`src/rtl/crt_timing_pkg.sv`:
```
package crt_timing_pkg;

  // Strobes from the control half to the counter half
  typedef struct packed {
    logic lineWrap;
    logic frameWrap;
  } crtStrobe_t;

  // Register map: one bank per axis, fields at fixed offsets
  localparam int H_BASE      = 0;
  localparam int V_BASE      = 8;
  localparam int REG_CTRL    = 15;
  localparam int OFS_LEN     = 0;
  localparam int OFS_SYNC    = 1;
  localparam int OFS_SWID    = 2;
  localparam int OFS_BSTART  = 3;
  localparam int OFS_BEND    = 4;
  localparam int OFS_PRE     = 5;
  localparam int NUM_FIELDS  = 6;

  // Control register bits
  localparam int CTRL_HNEG   = 0;
  localparam int CTRL_VNEG   = 1;
  localparam int CTRL_SYNCEN = 4;

endpackage

```
`src/rtl/crt_axis_regs.sv`:
```
module crt_axis_regs
  import crt_timing_pkg::*;
#(
  parameter int W          = 10,
  parameter int ADDR_W     = 4,
  parameter int BASE       = 0,
  parameter int LEN_RST    = 199,
  parameter int SYNC_RST   = 23,
  parameter int SWID_RST   = 12,
  parameter int BSTART_RST = 33,
  parameter int BEND_RST   = 193,
  parameter int PRE_RST    = 0
) (
  input  logic              clk,
  input  logic              rst,
  input  logic              wrEn,
  input  logic [ADDR_W-1:0] wrAddr,
  input  logic [W-1:0]      wrData,
  input  logic              commit,
  output logic [W-1:0]      len,
  output logic [W-1:0]      syncStart,
  output logic [W-1:0]      syncWidth,
  output logic [W-1:0]      blankStart,
  output logic [W-1:0]      blankEnd,
  output logic [W-1:0]      pre,
  output logic [W-1:0]      pendPre
);

  localparam logic [NUM_FIELDS-1:0][W-1:0] RST_VAL = {
    W'(PRE_RST), W'(BEND_RST), W'(BSTART_RST),
    W'(SWID_RST), W'(SYNC_RST), W'(LEN_RST)
  };

  logic [NUM_FIELDS-1:0][W-1:0] pend;
  logic [NUM_FIELDS-1:0][W-1:0] live;

  // Pending bank: written by the host at any time
  always_ff @(posedge clk) begin
    if (rst) begin
      pend <= RST_VAL;
    end else begin
      for (int i = 0; i < NUM_FIELDS; i++) begin
        if (wrEn && (wrAddr == ADDR_W'(BASE + i))) begin
          pend[i] <= wrData;
        end
      end
    end
  end

  // Live bank: follows the pending bank only at frame wrap
  always_ff @(posedge clk) begin
    if (rst) begin
      live <= RST_VAL;
    end else if (commit) begin
      live <= pend;
    end
  end

  assign len        = live[OFS_LEN];
  assign syncStart  = live[OFS_SYNC];
  assign syncWidth  = live[OFS_SWID];
  assign blankStart = live[OFS_BSTART];
  assign blankEnd   = live[OFS_BEND];
  assign pre        = live[OFS_PRE];
  assign pendPre    = pend[OFS_PRE];

endmodule

```
`src/rtl/crt_timing_ctrl.sv`:
```
module crt_timing_ctrl
  import crt_timing_pkg::*;
#(
  parameter int HCNT_W       = 10,
  parameter int VCNT_W       = 11,
  parameter int ADDR_W       = 4,
  parameter int DATA_W       = 11,
  parameter int H_LEN_RST    = 199,
  parameter int H_SYNC_RST   = 23,
  parameter int H_SWID_RST   = 12,
  parameter int H_BSTART_RST = 33,
  parameter int H_BEND_RST   = 193,
  parameter int H_PRE_RST    = 0,
  parameter int V_LEN_RST    = 525,
  parameter int V_SYNC_RST   = 1,
  parameter int V_SWID_RST   = 2,
  parameter int V_BSTART_RST = 25,
  parameter int V_BEND_RST   = 505,
  parameter int V_PRE_RST    = 0
) (
  input  logic              clk,
  input  logic              rst,
  input  logic              wrEn,
  input  logic [ADDR_W-1:0] wrAddr,
  input  logic [DATA_W-1:0] wrData,
  input  logic [HCNT_W-1:0] xCount,
  input  logic [VCNT_W-1:0] yCount,
  output crtStrobe_t        strobe,
  output logic [HCNT_W-1:0] hLen,
  output logic [HCNT_W-1:0] hSyncStart,
  output logic [HCNT_W-1:0] hSyncWidth,
  output logic [HCNT_W-1:0] hBlankStart,
  output logic [HCNT_W-1:0] hBlankEnd,
  output logic [HCNT_W-1:0] hPre,
  output logic [HCNT_W-1:0] pendHPre,
  output logic [VCNT_W-1:0] vLen,
  output logic [VCNT_W-1:0] vSyncStart,
  output logic [VCNT_W-1:0] vSyncWidth,
  output logic [VCNT_W-1:0] vBlankStart,
  output logic [VCNT_W-1:0] vBlankEnd,
  output logic [VCNT_W-1:0] vPre,
  output logic [VCNT_W-1:0] pendVPre,
  output logic              hPolNeg,
  output logic              vPolNeg,
  output logic              syncEn
);

  localparam logic [2:0] CTL_RST = 3'b011;  // {syncEn, vNeg, hNeg}

  logic       lineWrap;
  logic       frameWrap;
  logic [2:0] pendCtl;
  logic [2:0] liveCtl;

  assign lineWrap  = (xCount >= hLen);
  assign frameWrap = lineWrap && (yCount >= vLen);
  assign strobe    = '{lineWrap: lineWrap, frameWrap: frameWrap};

  crt_axis_regs #(
    .W(HCNT_W), .ADDR_W(ADDR_W), .BASE(H_BASE),
    .LEN_RST(H_LEN_RST), .SYNC_RST(H_SYNC_RST), .SWID_RST(H_SWID_RST),
    .BSTART_RST(H_BSTART_RST), .BEND_RST(H_BEND_RST), .PRE_RST(H_PRE_RST)
  ) hRegs (
    .clk(clk), .rst(rst), .wrEn(wrEn), .wrAddr(wrAddr),
    .wrData(wrData[HCNT_W-1:0]), .commit(frameWrap),
    .len(hLen), .syncStart(hSyncStart), .syncWidth(hSyncWidth),
    .blankStart(hBlankStart), .blankEnd(hBlankEnd),
    .pre(hPre), .pendPre(pendHPre)
  );

  crt_axis_regs #(
    .W(VCNT_W), .ADDR_W(ADDR_W), .BASE(V_BASE),
    .LEN_RST(V_LEN_RST), .SYNC_RST(V_SYNC_RST), .SWID_RST(V_SWID_RST),
    .BSTART_RST(V_BSTART_RST), .BEND_RST(V_BEND_RST), .PRE_RST(V_PRE_RST)
  ) vRegs (
    .clk(clk), .rst(rst), .wrEn(wrEn), .wrAddr(wrAddr),
    .wrData(wrData[VCNT_W-1:0]), .commit(frameWrap),
    .len(vLen), .syncStart(vSyncStart), .syncWidth(vSyncWidth),
    .blankStart(vBlankStart), .blankEnd(vBlankEnd),
    .pre(vPre), .pendPre(pendVPre)
  );

  // Control register, deferred like the timing banks
  always_ff @(posedge clk) begin
    if (rst) begin
      pendCtl <= CTL_RST;
      liveCtl <= CTL_RST;
    end else begin
      if (frameWrap) begin
        liveCtl <= pendCtl;
      end
      if (wrEn && (wrAddr == ADDR_W'(REG_CTRL))) begin
        pendCtl <= {wrData[CTRL_SYNCEN], wrData[CTRL_VNEG], wrData[CTRL_HNEG]};
      end
    end
  end

  assign hPolNeg = liveCtl[0];
  assign vPolNeg = liveCtl[1];
  assign syncEn  = liveCtl[2];

endmodule

```
`src/rtl/crt_axis_decode.sv`:
```
module crt_axis_decode #(
  parameter int W = 10
) (
  input  logic [W-1:0] count,
  input  logic [W-1:0] syncStart,
  input  logic [W-1:0] syncWidth,
  input  logic [W-1:0] blankStart,
  input  logic [W-1:0] blankEnd,
  output logic         syncAct,
  output logic         blankAct
);

  logic [W-1:0] syncOfs;
  logic         blankFwd;

  assign syncOfs  = count - syncStart;
  assign syncAct  = (count >= syncStart) && (syncOfs < syncWidth);

  // A window whose start lies past its end wraps through the counter end
  assign blankFwd = (blankStart <= blankEnd);
  assign blankAct = blankFwd ? ((count >= blankStart) && (count <= blankEnd))
                             : ((count >= blankStart) || (count <= blankEnd));

endmodule

```
`src/rtl/crt_timing_dp.sv`:
```
module crt_timing_dp
  import crt_timing_pkg::*;
#(
  parameter int HCNT_W    = 10,
  parameter int VCNT_W    = 11,
  parameter int H_PRE_RST = 0,
  parameter int V_PRE_RST = 0
) (
  input  logic              clk,
  input  logic              rst,
  input  crtStrobe_t        strobe,
  input  logic [HCNT_W-1:0] hSyncStart,
  input  logic [HCNT_W-1:0] hSyncWidth,
  input  logic [HCNT_W-1:0] hBlankStart,
  input  logic [HCNT_W-1:0] hBlankEnd,
  input  logic [HCNT_W-1:0] hPre,
  input  logic [HCNT_W-1:0] pendHPre,
  input  logic [VCNT_W-1:0] vSyncStart,
  input  logic [VCNT_W-1:0] vSyncWidth,
  input  logic [VCNT_W-1:0] vBlankStart,
  input  logic [VCNT_W-1:0] vBlankEnd,
  input  logic [VCNT_W-1:0] pendVPre,
  input  logic              hPolNeg,
  input  logic              vPolNeg,
  input  logic              syncEn,
  output logic [HCNT_W-1:0] xCount,
  output logic [VCNT_W-1:0] yCount,
  output logic              hSync,
  output logic              vSync,
  output logic              blank
);

  logic hSyncAct;
  logic vSyncAct;
  logic hBlankAct;
  logic vBlankAct;

  // Horizontal counter: one step per character clock
  always_ff @(posedge clk) begin
    if (rst) begin
      xCount <= HCNT_W'(H_PRE_RST);
    end else if (strobe.frameWrap) begin
      xCount <= pendHPre;
    end else if (strobe.lineWrap) begin
      xCount <= hPre;
    end else begin
      xCount <= xCount + HCNT_W'(1);
    end
  end

  // Vertical counter: one step per line
  always_ff @(posedge clk) begin
    if (rst) begin
      yCount <= VCNT_W'(V_PRE_RST);
    end else if (strobe.frameWrap) begin
      yCount <= pendVPre;
    end else if (strobe.lineWrap) begin
      yCount <= yCount + VCNT_W'(1);
    end
  end

  crt_axis_decode #(.W(HCNT_W)) hDec (
    .count(xCount), .syncStart(hSyncStart), .syncWidth(hSyncWidth),
    .blankStart(hBlankStart), .blankEnd(hBlankEnd),
    .syncAct(hSyncAct), .blankAct(hBlankAct)
  );

  crt_axis_decode #(.W(VCNT_W)) vDec (
    .count(yCount), .syncStart(vSyncStart), .syncWidth(vSyncWidth),
    .blankStart(vBlankStart), .blankEnd(vBlankEnd),
    .syncAct(vSyncAct), .blankAct(vBlankAct)
  );

  assign hSync = (syncEn & hSyncAct) ^ hPolNeg;
  assign vSync = (syncEn & vSyncAct) ^ vPolNeg;
  assign blank = hBlankAct | vBlankAct;

endmodule

```
`src/rtl/crt_timing_gen.sv`:
```
module crt_timing_gen
  import crt_timing_pkg::*;
#(
  parameter int HCNT_W       = 10,
  parameter int VCNT_W       = 11,
  parameter int ADDR_W       = 4,
  parameter int H_LEN_RST    = 199,
  parameter int H_SYNC_RST   = 23,
  parameter int H_SWID_RST   = 12,
  parameter int H_BSTART_RST = 33,
  parameter int H_BEND_RST   = 193,
  parameter int H_PRE_RST    = 0,
  parameter int V_LEN_RST    = 525,
  parameter int V_SYNC_RST   = 1,
  parameter int V_SWID_RST   = 2,
  parameter int V_BSTART_RST = 25,
  parameter int V_BEND_RST   = 505,
  parameter int V_PRE_RST    = 0,
  localparam int DATA_W      = (HCNT_W > VCNT_W) ? HCNT_W : VCNT_W
) (
  input  logic              clk,
  input  logic              rst,
  input  logic              wrEn,
  input  logic [ADDR_W-1:0] wrAddr,
  input  logic [DATA_W-1:0] wrData,
  output logic [HCNT_W-1:0] xCount,
  output logic [VCNT_W-1:0] yCount,
  output logic              hSync,
  output logic              vSync,
  output logic              blank
);

  crtStrobe_t        strobe;
  logic [HCNT_W-1:0] hLen, hSyncStart, hSyncWidth, hBlankStart, hBlankEnd;
  logic [HCNT_W-1:0] hPre, pendHPre;
  logic [VCNT_W-1:0] vLen, vSyncStart, vSyncWidth, vBlankStart, vBlankEnd;
  logic [VCNT_W-1:0] vPre, pendVPre;
  logic              hPolNeg, vPolNeg, syncEn;

  crt_timing_ctrl #(
    .HCNT_W(HCNT_W), .VCNT_W(VCNT_W), .ADDR_W(ADDR_W), .DATA_W(DATA_W),
    .H_LEN_RST(H_LEN_RST), .H_SYNC_RST(H_SYNC_RST), .H_SWID_RST(H_SWID_RST),
    .H_BSTART_RST(H_BSTART_RST), .H_BEND_RST(H_BEND_RST), .H_PRE_RST(H_PRE_RST),
    .V_LEN_RST(V_LEN_RST), .V_SYNC_RST(V_SYNC_RST), .V_SWID_RST(V_SWID_RST),
    .V_BSTART_RST(V_BSTART_RST), .V_BEND_RST(V_BEND_RST), .V_PRE_RST(V_PRE_RST)
  ) ctrl (
    .clk(clk), .rst(rst), .wrEn(wrEn), .wrAddr(wrAddr), .wrData(wrData),
    .xCount(xCount), .yCount(yCount), .strobe(strobe),
    .hLen(hLen), .hSyncStart(hSyncStart), .hSyncWidth(hSyncWidth),
    .hBlankStart(hBlankStart), .hBlankEnd(hBlankEnd), .hPre(hPre), .pendHPre(pendHPre),
    .vLen(vLen), .vSyncStart(vSyncStart), .vSyncWidth(vSyncWidth),
    .vBlankStart(vBlankStart), .vBlankEnd(vBlankEnd), .vPre(vPre), .pendVPre(pendVPre),
    .hPolNeg(hPolNeg), .vPolNeg(vPolNeg), .syncEn(syncEn)
  );

  crt_timing_dp #(
    .HCNT_W(HCNT_W), .VCNT_W(VCNT_W), .H_PRE_RST(H_PRE_RST), .V_PRE_RST(V_PRE_RST)
  ) dp (
    .clk(clk), .rst(rst), .strobe(strobe),
    .hSyncStart(hSyncStart), .hSyncWidth(hSyncWidth),
    .hBlankStart(hBlankStart), .hBlankEnd(hBlankEnd),
    .hPre(hPre), .pendHPre(pendHPre),
    .vSyncStart(vSyncStart), .vSyncWidth(vSyncWidth),
    .vBlankStart(vBlankStart), .vBlankEnd(vBlankEnd),
    .pendVPre(pendVPre),
    .hPolNeg(hPolNeg), .vPolNeg(vPolNeg), .syncEn(syncEn),
    .xCount(xCount), .yCount(yCount),
    .hSync(hSync), .vSync(vSync), .blank(blank)
  );

endmodule

```
`config.mk`:
```
export PLATFORM = sky130hd
export DESIGN_NAME = crt_timing_gen
export DESIGN_NICKNAME = d
export VERILOG_FILES = /design/src/rtl/crt_timing_pkg.sv /design/src/rtl/crt_axis_regs.sv /design/src/rtl/crt_timing_ctrl.sv /design/src/rtl/crt_axis_decode.sv /design/src/rtl/crt_timing_dp.sv /design/src/rtl/crt_timing_gen.sv
export SDC_FILE = /design/constraint.sdc
export NUM_CORES = 1
export LEC_CHECK = 0
export BUFFER_PORTS_ARGS = -buffer_cell sky130_fd_sc_hd__buf_2
export CAP_MARGIN = 20
export CELL_PAD_IN_SITES_DETAIL_PLACEMENT = 0
export CELL_PAD_IN_SITES_GLOBAL_PLACEMENT = 1
export CORE_MARGIN = 2
export CORE_UTILIZATION = 48
export CTS_CLUSTER_DIAMETER = 100
export CTS_CLUSTER_SIZE = 14
export DETAILED_ROUTE_END_ITERATION = 8
export GPL_TIMING_DRIVEN = 0
export PLACE_DENSITY = 0.9
export SYNTH_ARGS = -nofsm -noshare
export SYNTH_HDL_FRONTEND = slang
export SYNTH_SLANG_ARGS = --single-unit
```
`constraint.sdc`:
```
create_clock -name clk -period 3.9 [get_ports clk]
set_input_delay 0 -clock clk [delete_from_list [all_inputs] [get_ports clk]]
set_output_delay 0 -clock clk [all_outputs]
set_load 0.005 [all_outputs]
```
# Word level (Yosys, flattened, before mapping)
# Cells that the tools add are included.
[word_totals] regBits=268 latchBits=0 ram_bits=0 romBits=0 inputBits=18 out_inout_bits=24 word_cells=88 mem_count=0
[op_classes] addsub=4 multipliers=0 n_div=0 n_lt_le_gt_ge=12 n_eq_ne=12 n_shift=0 n_mux=6 n_bitwise=5 n_reduce_logical=22
[ops] operator="$ge 11x11->1" count=3
[ops] operator="$ge 10x10->1" count=3
[ops] operator="$eq 4x4->1 const B" count=7
[ops] operator="$le 11x11->1" count=2
[ops] operator="$mux 11" count=2
[ops] operator="$le 10x10->1" count=2
[ops] operator="$mux 10" count=2
[ops] operator="$logic_and 1x1->1" count=18
[ops] operator="$add 11x1->11 const B" count=1
[ops] operator="$lt 11x11->1" count=1
[ops] operator="$sub 11x11->11" count=1
[ops] operator="$add 10x1->10 const B" count=1
[ops] operator="$lt 10x10->1" count=1
[ops] operator="$sub 10x10->10" count=1
[ops] operator="$eq 4x2->1 const B" count=2
[ops] operator="$eq 4x3->1 const B" count=2
[ops] operator="$eq 4x1->1 const B" count=1
[ops] operator="$logic_not 4->1" count=1
[ops] operator="$and 1x1->1" count=2
[ops] operator="$logic_or 1x1->1" count=2
[ops] operator="$mux 1" count=2
[ops] operator="$reduce_bool 2->1" count=1
[ops] operator="$xor 1x1->1" count=2
[ops] operator="$or 1x1->1" count=1

# Logic depth before layout (Yosys ltp)
[logic_depth] depth_word=5 ltp_mapped=16 depth_no_buf=16

# Modules after synthesis
# Synthesis repeated with hierarchy kept, for this count alone.
[hier_totals] cells_unflattened=1546 area_unflattened_um2=14580.2
[modules_own_cells] module="crt_axis_regs at ctrl.vRegs" n_inst=1 cells_each=472 area_each_um2=5066.1 seq_area_each_um2=2642.5
[modules_own_cells] module="crt_axis_regs at ctrl.hRegs" n_inst=1 cells_each=427 area_each_um2=4579.4 seq_area_each_um2=2402.3
[modules_own_cells] module="crt_axis_decode at dp.vDec" n_inst=1 cells_each=212 area_each_um2=1542.7 seq_area_each_um2=0.0
[modules_own_cells] module="crt_axis_decode at dp.hDec" n_inst=1 cells_each=189 area_each_um2=1413.9 seq_area_each_um2=0.0
[modules_own_cells] module="crt_timing_dp" n_inst=1 cells_each=145 area_each_um2=1183.6 seq_area_each_um2=420.4
[modules_own_cells] module="crt_timing_ctrl" n_inst=1 cells_each=101 area_each_um2=794.5 seq_area_each_um2=120.1

# Least setup slack after synthesis
# OpenSTA, ideal clock, no wires.
[synth_path] kind="reg-to-output" startpoint="register dp.yCount[0]" endpoint="output vSync" t_arrival_ns=2.990 t_required_ns=3.900 path_slack_ns=0.910 path_stages_with_launch=16 path_buffers=0 path_cell_list="dfxtp_1 > inv_1 > ha_1 > inv_1 > fa_1 > a21o_1 > a21oi_1 > o221ai_1 > a21o_1 > a21oi_1 > xnor2_1 > ha_1 > o21ai_0 > a21oi_1 > a2111oi_1 > xor2_1"
[synth_via] elab_chain_len=5 elab_cells_between_ends=6 cone_classes="add/sub: 1; order compare: 2; bitwise: 2; reduce/logical: 1"
[synth_lines] element="start, declared" line="crt_timing_dp.sv:27" text="output logic [VCNT_W-1:0] yCount,"
[synth_lines] element="start signal, assigned" line="crt_timing_dp.sv:54" text="yCount <= VCNT_W'(V_PRE_RST);"
[synth_lines] element="start signal, assigned" line="crt_timing_dp.sv:56" text="yCount <= pendVPre;"
[synth_lines] element="start signal, assigned" line="crt_timing_dp.sv:58" text="yCount <= yCount + VCNT_W'(1);"
[synth_lines] element="$sub 11x11->11" line="crt_axis_decode.sv:16" text="assign syncOfs = count - syncStart;"
[synth_lines] element="$lt 11x11->1" line="crt_axis_decode.sv:17" text="assign syncAct = (count >= syncStart) && (syncOfs < syncWidth);"
[synth_lines] element="$logic_and 1x1->1 *" line="crt_axis_decode.sv:17"
[synth_lines] element="$and 1x1->1 *" line="crt_timing_dp.sv:75" text="assign vSync = (syncEn & vSyncAct) ^ vPolNeg;"
[synth_lines] element="$xor 1x1->1 *" line="crt_timing_dp.sv:75"
[synth_lines] element="end, declared" line="crt_timing_gen.sv:29" text="output logic vSync,"
# Every way passes the cells marked *; elsewhere a longest branch is shown, timed or not.

# Worst setup path after layout
[layout_path] startpoint="register dp.xCount[0]" endpoint="register ctrl.hRegs.live, in the netlist ctrl.hRegs.syncStart[2]"
[layout_via] elab_chain_len=2
[layout_lines] element="start, declared" line="crt_timing_dp.sv:26" text="output logic [HCNT_W-1:0] xCount,"
[layout_lines] element="start signal, assigned" line="crt_timing_dp.sv:41" text="xCount <= HCNT_W'(H_PRE_RST);"
[layout_lines] element="start signal, assigned" line="crt_timing_dp.sv:43" text="xCount <= pendHPre;"
[layout_lines] element="start signal, assigned" line="crt_timing_dp.sv:45" text="xCount <= hPre;"
[layout_lines] element="$ge 10x10->1" line="crt_timing_ctrl.sv:55" text="assign lineWrap = (xCount >= hLen);"
[layout_lines] element="$logic_and 1x1->1" line="crt_timing_ctrl.sv:56" text="assign frameWrap = lineWrap && (yCount >= vLen);"
[layout_lines] element="end signal, assigned" line="crt_axis_regs.sv:55" text="live <= pend;"
[layout_lines] element="end, declared" line="crt_axis_regs.sv:35" text="logic [NUM_FIELDS-1:0][W-1:0] live;"
# No other way between the ends.
# A chain may end at the register's enable or synchronous reset.

==> flow_summary.ini <==
[power]
leakagePower_nw = 6.06
ir_drop_mv = 0.346
switching_share_pct = 38.2
powerDensity_nw_per_um2 = 476
p_comb_share_pct = 31.5
power.net_switching_mw = 2.77
p_int_mw = 4.50
seq_power_share_pct = 40.2
pwr-share-clk_pct = 28.3

[placement]
portBuffers = 40
dp.final_hpwl_um = 31800
dp_slack_ps = 34.3
gp_congestion = 0.911

[sta]
setup_violations = 0
max_clock_freq_mhz = 257
layout_setup_ws_ps = 11.7
max-slew-margin-rel_pct = 19.0
rsz0062_at_grt = no
slew_viol_final = 0
timing.final.hold_violations = 0
fin_crit_ps = 3890
fin_skew_ps = 18.8
finalCritPeriodShare_pct = 99.7
worstMarginPinSlew_ps = 1210
fin_tns_setup_ps = 0

[worst_setup_path]
path_class = flop to flop
crit_fanout = 10
start_kind = flop
endpoint_kind = flop
cp_data_arrival_time_ps = 4250
crit_required_ps = 4270

[final_layout]
final_cell_mix = dfxtp_1 (256), nand2_1 (203), nand3_1 (177), a21oi_1 (159), ha_1 (124)
antenna_cells = 0
nNetsFinal = 1908
layout_commonest_cell = dfxtp_1
fin_util_pct = 54.6
area_delta_synth_final_pct = 11.1
drive_gt1_share_pct = 8.63

[route]
via_per_inst = 5.90
drc = 0
num_vias = 12600
drtAntennaViolNets = 0
firstDrtPassIters = 6
wl_um = 45000
wl_per_cell_um = 21.1
drt_iter0_markers = 1331

[logic_synthesis]
ys_async_sr_fraction_pct = 0
avgSynthCellArea_um2 = 8.19
syn_inst = 1680
ys.warnings.count = 0
synth_fp_nets = 1826
synth_cell_type_count = 63
syn-cell-area_um2 = 13800
synth_edf_count = 0
ys_seq_area_share_pct = 39.0
synthFlopType = dfxtp_1
ys_ff_latch = 268

[clocking]
clk_pin_slew_worst_paths_ps = 70
cts.sinks = 268
cts_buffer_depth = 3
insertion_delay_ps = 520
h-tree-depth = 1
cts_root_buf = clkbuf_16
numCtsBuffers = 23
tritoncts = yes

[job]
drv_cap = 0

[global_routing]
antenna_found_initial = 0
grt_pass1_vias = 12100
grt_pass1_wl_um = 69100
grtUsageTotal_pct = 29.3
grt_max_degree = 15
grt.overflow.total = 0

[floorplan]
fp.dieH_um = 173
core_area_um2 = 28000
io_pins = 42
die_area_um2 = 30000
rows = 61
die_w_um = 173
start_util_pct = 49.1

[worst_hold_path]
hold_class = primary input to flop

[status]
status = finished clean
==> through the flow <==
| stage | total power, mW | std cells | hold WS (ps) | cell area [um^2] |
|---|---|---|---|---|
| finish | 7.27 | 2139 | 18.6 | 15300 |
| global route | 7.57 | 2139 | 32.3 | 15300 |
| CTS | 7.16 | 2136 | 6.94 | 15200 |
| detailed placement | 5.11 | 2099 | 289 | 14400 |
| global placement | 5.07 | 2098 | 279 | 14400 |
| floorplan | 4.27 | 1680 | 136 | 13800 |
==> path summary, 6_finish.rpt <==
| path | start | end | slack (ps) | cells past startpoint |
|---|---|---|---|---|
| hold / removal | wrAddr[2] | ctrl.vRegs.pend[43] | 20 | 5 |
| hold reg to reg | ctrl.hRegs.pend[41] | ctrl.hRegs.pend[41] | 460 | 2 |
| setup / recovery | dp.xCount[0] | ctrl.hRegs.syncStart[2] | 10 | 10 |
| setup reg to reg | dp.xCount[0] | ctrl.hRegs.syncStart[2] | 10 | 10 |
==> power groups by stage <==
stage | Combinational (mW) | Sequential [mW] | Clock, mW
after floorplan | 1.37 | 2.91 | 0
after global placement | 2.11 | 2.96 | 0
after detailed placement | 2.14 | 2.97 | 0
after CTS | 2.19 | 2.91 | 2.06
after global routing | 2.48 | 2.92 | 2.17
final | 2.29 | 2.92 | 2.06
==> synth_stat cells (all sizes together), types with 3 or more instances <==
library cell / instances / share of area (%)
nor3: 11 / 0.40
a41oi: 6 / 0.38
o2bb2ai: 3 / 0.19
nand3: 177 / 6.4
dfxtp: 268 / 39
ha: 126 / 11
o21ai: 120 / 4.4
nor2: 89 / 2.4
clkbuf: 67 / 1.8
buf: 51 / 2.1
xor2: 11 / 0.70
o311ai: 11 / 0.70
a2111oi: 3 / 0.20
a21o: 13 / 0.71
nor4: 4 / 0.23
or2: 4 / 0.18
nand3b: 6 / 0.33
a31oi: 7 / 0.32
inv: 116 / 3.2
nand4: 27 / 1.2
o2111ai: 4 / 0.25
xnor2: 12 / 0.76
a211oi: 15 / 0.98
nor3b: 3 / 0.16
and2: 3 / 0.14
nor2b: 16 / 0.73
o21a: 7 / 0.38
a211o: 3 / 0.19
and4: 5 / 0.32
and3: 9 / 0.41
nand2: 203 / 5.5
o221ai: 3 / 0.19
o211ai: 32 / 1.7
a21oi: 163 / 6.0
mux2i: 56 / 4.1
nand2b: 6 / 0.27
==> final cells by class <==
type | count | area [um^2]
Fill cell | 2643 | 12700
Multi-Input combinational cell | 1178 | 7490
Sequential cell | 268 | 5380
Clock buffer | 23 | 576
Buffer | 118 | 548
Tap cell | 378 | 473
Inverter | 116 | 445
Timing Repair Buffer | 57 | 363
Clock inverter | 1 | 16.3
==> registers in the layout, indices dropped and copies added, names as in the netlist, 11 cells and up <==
register	count
ctrl.vRegs.pend	55
ctrl.hRegs.pend	50
ctrl.vRegs.blankEnd	11
ctrl.vRegs.blankStart	11
ctrl.vRegs.len	11
ctrl.vRegs.pendPre	11
ctrl.vRegs.syncStart	11
ctrl.vRegs.syncWidth	11
dp.yCount	11
==> worst max-delay path, cell delays in order (launching register included) <==
cell	delay (ps)
dfxtp_2	430
clkinv_4	130
ha_1	290
nand2b_1	110
a31oi_1	80
o21ai_1	930
a21oi_2	440
buf_4	320
nor2_2	500
buf_2	350
o211ai_1	110
==> layer usage <==
| layer | part of all wire (%) | up-vias | track usage [%] |
|---|---|---|---|
| met5 | 0 | - | 0 |
| met4 | 2.5 | 0 | 9.07 |
| met3 | 8.3 | 65 | 6.29 |
| met2 | 45 | 475 | 46.4 |
| met1 | 44 | 6046 | 40.0 |
| li1 | - | 6026 | - |
==> kinds of logic after synthesis <==
logic type | Yosys count | share of synthesized area, %
multiplexers | 58 | 4.24
AND/OR/NAND/NOR | 564 | 18.9
XOR/XNOR | 23 | 1.46
adder cells (fa/ha/maj) | 128 | 11.7
AO/OA/AOI/OAI | 405 | 17.5
buffers and inverters | 234 | 7.15
flip-flops | 268 | 39.0
==> repair_timing <==
item,in CTS,in global routing
hold endpoints to repair,29,0
pin swaps,2,14
gates resized for setup,6,32
hold buffers,11,0
setup endpoints to repair,2,20
buffers inserted,2,3
No activity file was read; power rests on OpenSTA's default activity.
